**src/rtl/csu_pkg.sv**
```systemverilog
package csu_pkg;

  typedef enum logic [1:0] {
    CS_CONS_FREE   = 2'b00,
    CS_CONS_GEN    = 2'b01,
    CS_CONS_NOCOPY = 2'b10,
    CS_PRO         = 2'b11
  } cs_sel_e;

  typedef struct packed {
    logic c;
    logic u;
    logic v;
  } cuv_t;

endpackage

```
**src/rtl/csu_frame_edge.sv**
```systemverilog
module csu_frame_edge (
  input  logic clk,
  input  logic rst,
  input  logic fsync,
  output logic rise,
  output logic fall
);
  logic fsync_q;

  always_ff @(posedge clk) begin
    if (rst) fsync_q <= 1'b0;
    else     fsync_q <= fsync;
  end

  assign rise = !rst && fsync && !fsync_q;
  assign fall = !rst && !fsync && fsync_q;
endmodule

```
**src/rtl/csu_block_count.sv**
```systemverilog
module csu_block_count #(
  parameter int unsigned FRAMES_PER_BLOCK = 192,
  localparam int unsigned IDX_W = $clog2(FRAMES_PER_BLOCK)
) (
  input  logic             clk,
  input  logic             rst,
  input  logic             dir_in,
  input  logic             rise,
  input  logic             bs_in,
  output logic [IDX_W-1:0] frame_nxt,
  output logic             started_nxt,
  output logic [IDX_W-1:0] frame_q,
  output logic             started_q
);
  localparam logic [IDX_W-1:0] LAST = IDX_W'(FRAMES_PER_BLOCK - 1);

  logic             bs_q;
  logic             bs_nxt;
  logic [IDX_W-1:0] frame_wrap;

  assign frame_wrap = (frame_q == LAST) ? '0 : frame_q + 1'b1;

  always_comb begin
    frame_nxt   = frame_q;
    started_nxt = started_q;
    bs_nxt      = bs_q;
    if (rise) begin
      bs_nxt = bs_in;
      if (dir_in) begin
        if (bs_in && !bs_q) begin
          frame_nxt   = '0;
          started_nxt = 1'b1;
        end else if (started_q) begin
          frame_nxt = frame_wrap;
        end
      end else if (!started_q) begin
        frame_nxt   = '0;
        started_nxt = 1'b1;
      end else begin
        frame_nxt = frame_wrap;
      end
    end
  end

  always_ff @(posedge clk) begin
    if (rst) begin
      frame_q   <= '0;
      started_q <= 1'b0;
      bs_q      <= 1'b0;
    end else begin
      frame_q   <= frame_nxt;
      started_q <= started_nxt;
      bs_q      <= bs_nxt;
    end
  end
endmodule

```
**src/rtl/csu_cs_pattern.sv**
```systemverilog
module csu_cs_pattern
  import csu_pkg::*;
#(
  parameter int unsigned FRAMES_PER_BLOCK = 192,
  parameter int unsigned CAT_W    = 7,
  parameter int unsigned CAT_BASE = 8,
  parameter logic [CAT_W-1:0] CAT_CODE = 7'b0011010,
  parameter int unsigned COPY_POS = 2,
  parameter int unsigned GEN_POS  = 15,
  localparam int unsigned IDX_W = $clog2(FRAMES_PER_BLOCK)
) (
  input  logic [IDX_W-1:0] idx,
  input  cs_sel_e          sel,
  output logic             c
);
  logic [CAT_W-1:0] cat_hit;

  for (genvar k = 0; k < CAT_W; k++) begin : g_cat
    assign cat_hit[k] = (idx == IDX_W'(CAT_BASE + k)) && CAT_CODE[k];
  end

  always_comb begin
    c = 1'b0;
    if (sel == CS_PRO) begin
      c = (idx == '0);
    end else begin
      if (idx == IDX_W'(COPY_POS)) c = (sel != CS_CONS_NOCOPY);
      if (idx == IDX_W'(GEN_POS))  c = (sel == CS_CONS_GEN);
      if (|cat_hit)                c = 1'b1;
    end
  end
endmodule

```
**src/rtl/csu_cuv_source.sv**
```systemverilog
module csu_cuv_source
  import csu_pkg::*;
#(
  parameter int unsigned FRAMES_PER_BLOCK = 192,
  parameter int unsigned CAT_W    = 7,
  parameter int unsigned CAT_BASE = 8,
  parameter logic [CAT_W-1:0] CAT_CODE = 7'b0011010,
  parameter int unsigned COPY_POS = 2,
  parameter int unsigned GEN_POS  = 15
) (
  input  logic clk,
  input  logic rst,
  input  logic mode_serial,
  input  logic blk_dir_in,
  input  logic fsync,
  input  logic dat_c_or_cpy,
  input  logic dat_u_or_gen,
  input  logic dat_v,
  input  logic blk_start_i,
  output logic sf_valid,
  output logic sf_left,
  output logic c_bit,
  output logic u_bit,
  output logic v_bit,
  output logic blk_start_o
);
  localparam int unsigned IDX_W = $clog2(FRAMES_PER_BLOCK);

  logic             dir_q;
  logic             rise;
  logic             fall;
  logic [IDX_W-1:0] frame_nxt;
  logic [IDX_W-1:0] frame_idx;
  logic             started_nxt;
  logic             blk_started;
  logic             pat_c;
  cuv_t             cuv_sel;

  // Direction is a start-up setting: sampled only while reset is held.
  always_ff @(posedge clk) begin
    if (rst) dir_q <= blk_dir_in;
  end

  csu_frame_edge u_edge (
    .clk  (clk),
    .rst  (rst),
    .fsync(fsync),
    .rise (rise),
    .fall (fall)
  );

  csu_block_count #(.FRAMES_PER_BLOCK(FRAMES_PER_BLOCK)) u_count (
    .clk        (clk),
    .rst        (rst),
    .dir_in     (dir_q),
    .rise       (rise),
    .bs_in      (blk_start_i),
    .frame_nxt  (frame_nxt),
    .started_nxt(started_nxt),
    .frame_q    (frame_idx),
    .started_q  (blk_started)
  );

  csu_cs_pattern #(
    .FRAMES_PER_BLOCK(FRAMES_PER_BLOCK),
    .CAT_W   (CAT_W),
    .CAT_BASE(CAT_BASE),
    .CAT_CODE(CAT_CODE),
    .COPY_POS(COPY_POS),
    .GEN_POS (GEN_POS)
  ) u_pat (
    .idx(frame_nxt),
    .sel(cs_sel_e'({dat_c_or_cpy, dat_u_or_gen})),
    .c  (pat_c)
  );

  always_comb begin
    if (!started_nxt)     cuv_sel = '0;
    else if (mode_serial) cuv_sel = '{c: dat_c_or_cpy, u: dat_u_or_gen, v: dat_v};
    else                  cuv_sel = '{c: pat_c, u: 1'b0, v: 1'b0};
  end

  always_ff @(posedge clk) begin
    if (rst) begin
      sf_valid    <= 1'b0;
      sf_left     <= 1'b0;
      c_bit       <= 1'b0;
      u_bit       <= 1'b0;
      v_bit       <= 1'b0;
      blk_start_o <= 1'b0;
    end else begin
      sf_valid <= rise | fall;
      if (rise | fall) begin
        sf_left <= rise;
        c_bit   <= cuv_sel.c;
        u_bit   <= cuv_sel.u;
        v_bit   <= cuv_sel.v;
      end
      if (rise) blk_start_o <= !dir_q && started_nxt && (frame_nxt == '0);
    end
  end
endmodule


```
**config.mk**
```make
export PLATFORM = sky130hd
export DESIGN_NAME = csu_cuv_source
export DESIGN_NICKNAME = d
export VERILOG_FILES = /design/src/rtl/csu_pkg.sv /design/src/rtl/csu_frame_edge.sv /design/src/rtl/csu_block_count.sv /design/src/rtl/csu_cs_pattern.sv /design/src/rtl/csu_cuv_source.sv
export SDC_FILE = /design/constraint.sdc
export NUM_CORES = 1
export LEC_CHECK = 0
export BUFFER_PORTS_ARGS = -buffer_cell sky130_fd_sc_hd__clkbuf_2
export CAP_MARGIN = 20
export CORE_MARGIN = 2
export CORE_UTILIZATION = 55
export CTS_BUF_LIST = sky130_fd_sc_hd__clkbuf_8 sky130_fd_sc_hd__clkbuf_16
export CTS_CLUSTER_SIZE = 8
export DETAILED_ROUTE_END_ITERATION = 16
export GPL_ROUTABILITY_DRIVEN = 0
export GPL_TIMING_DRIVEN = 0
export PLACE_DENSITY = 0.77
export SKIP_CTS_REPAIR_TIMING = 1
export SLEW_MARGIN = 20
export SYNTH_ARGS = -nofsm -noshare
export SYNTH_HDL_FRONTEND = slang
export SYNTH_SLANG_ARGS = --single-unit
```
**constraint.sdc**
```tcl
create_clock -name clk -period 3.12 [get_ports clk]
set_clock_uncertainty 0.1 [all_clocks]
set_input_delay 0.468 -clock clk [delete_from_list [all_inputs] [get_ports clk]]
set_output_delay 0.468 -clock clk [all_outputs]
set_load 0.01 [all_outputs]
```
==> summary.txt <==
DPL Wire Length - 1720 um
io pins - 15
DRT Pass-1 Iters - 5
vias post-DR - 993
area share of and/or/nand/nor cells after synthesis - 0.337
Top delay family on crit path - compound AO/OA/AOI/OAI gates
Overflow after GRT - 0
Max Fclk - 404 MHz
min setup slack post-route - 644 ps
sum of buffers and inverters on the critical path - 0
row count - 15
largest net degree at the start of global routing - 11
Syn. warnings - 0
cell taking the most area after synthesis - dfxtp_1
Die Ht - 47.3 um
Crit. Startpoint - u_count.frame_q[0]
CTS root buf - clkbuf_8
antenna diode count - 0
area grow syn2layout - 15.2%
Hold WS - 299 ps
CTS tree - built
CP Cell Sequence - ha_1 > nand3_2 > or4_4 > o221ai_2 > o2111a_1 > a31o_1 > a31oi_1 > o31ai_1
RR Startpoint - u_count.frame_q[0]
Worst path slowest cell - or4_4
Core ar. - 0.00175 mm^2
post-synthesis mux area share - 0.0194
starting density of the core - 0.591
max_slew headroom - 0.666
total power - 486 uW
Worst Hold Class - input port to flip-flop
status - completed
Nets - 149
Sink Count - 18
count leader, synth - dfxtp_1
clk buf depth - 2
Final min period - 2480 ps
filler instances - 156
leakage power - 0.000461 uW
synthesized area per cell - 8.60 um^2
port bufs - 14
global-route wire length before repair - 3820 um
total negative slack - 0 ps
Cell variety after synth - 46
die width - 47.3 um
CP Data Required Time - 3190 ps
Synth top area share - 0.330
total global-route track usage - 0.244
worst-margin pin slew - 500 ps
Syn Nets - 130
RSZ-0062 raised after global routing - false
antenna-violating nets left - 0
antenna violations before repair - 0
Reg area - 370 um^2
Worst-Skew Late Latency - 250 ps
slowest stage delay, CP - 560 ps
Period Utilization, post-route - 0.794
largest cells by area after synthesis - dfxtp_1 33%, nand2_1 5.8%, nor2_1 3.3%
hold path start - blk_dir_in
Top FF cell, synth - dfxtp_1
die area - 0.00224 mm^2
asr flop ratio synth - 0
crit path DAT - 2550 ps
Seq/Total Area, Yosys - 0.359
Mapped Area - 0.00103 mm^2
number of global-route vias before repair - 857
XOR/XNOR Fraction of Synth Area - 0
main combinational cell family by area after synthesis - simple AND/OR/NAND/NOR gates
worst slack at placement - 586 ps
Multi-input gate area - 621 um^2
DRC viols - 0
layout cells sized above 1 - 0.196
CP Class - flip-flop to flip-flop
hold violation count in the final report - 0
violation count after the first detailed-route iteration - 41
top cells by count, synth - 17 x dfxtp_1, 16 x nand2_1, 9 x nor2_1
Peak VDD IR - 313 uV
register bit count reported by yosys - 18
WL/cell - 14.6 um
CP endpoint kind - flip-flop
routed vias/inst - 6.09
crit-path max FO - 6
CTS clk-pin slew, worst paths - 70 ps
final setup fails - 0
Max-Cap Viols - 0
cells after synthesis - 120
# H-tree levels - 1
Post-synth EDFFs - 1
crit path launch type - flip-flop
DRT Wirelength - 2370 um
CTS Buf Count - 3
post-synthesis compound-gate area fraction - 0.233
max-slew violation count - 0
fraction of the mapped netlist area in adder cells - 0.0121
Cell Pwr Density - 409 mW/mm^2
## metrics by stage
stage	std cells	instance area [um^2]	util
5_1_grt	163	1190	0.681
2_1_floorplan	120	1030	-
3_3_place_gp	159	1130	0.649
3_5_place_dp	159	1130	0.649
6_report	163	1190	0.681
4_1_cts	163	1190	0.681
## report_power, final
part / leakage [uW] / internal [uW] / switching [uW]
Combinational: 0.000284 / 22.7 / 28.9
Sequential: 0.000148 / 239 / 6.82
Clock: 0.0000288 / 112 / 76.6
Total: 0.000461 / 374 / 112
## layer usage
metal,part of all wire,wire [um],vias to the layer above,global-route usage
li1,-,-,486,-
met1,0.46,1090,480,0.313
met2,0.48,1150,25,0.405
met3,0.048,115,2,0.0808
met4,0.0072,17,0,0.0333
met5,0,0,-,0
## kinds of logic after synthesis
family                     after synthesis
adders and majority gates                1
DFF                                     18
and+or+nand+nor                         62
muxes                                    2
AOI/OAI and AO/OA                       30
buffers and inverters                    7
## flip-flops by register name, summed over array words and instances, names as in the netlist
register           count
c_bit                  1
u_count.bs_q           1
u_bit                  1
sf_left                1
u_edge.fsync_q         1
blk_start_o            1
v_bit                  1
sf_valid               1
dir_q                  1
u_count.frame_q        8
u_count.started_q      1
## worst paths after layout
check / end / slack (ps) / cells past startpoint
worst max-delay path: c_bit / 640 / 8
worst min-delay path: dir_q / 300 / 1
worst max register to register: c_bit / 640 / 8
worst min register to register: v_bit / 350 / 2
## layout by cell type (no fill, tap or decap), drive strengths merged, types with 2 or more instances in the layout
cell and count:
o2111a 2, o21a 2, nand2b 4, a31oi 3, a21oi 6, buf 2, nand2 16, mux2i 2
a31o 2, nor3 4, clkbuf 20, a21o 3, nand4bb 2, inv 3, nand3b 4, dfxtp 17
nor2 9, o21ai 2, o221ai 2, nand4 3, nand3 7, nor2b 4
## layout make-up
| class | count | area share |
|---|---|---|
| multi-input cells | 95 | 0.522 |
| clock buffers | 4 | 0.0463 |
| repair buffers | 14 | 0.0589 |
| inverters | 3 | 0.00947 |
| well taps | 25 | 0.0263 |
| plain buffers | 4 | 0.0253 |
| flip-flops and latches | 18 | 0.312 |
No activity file was read; power rests on OpenSTA's default activity.
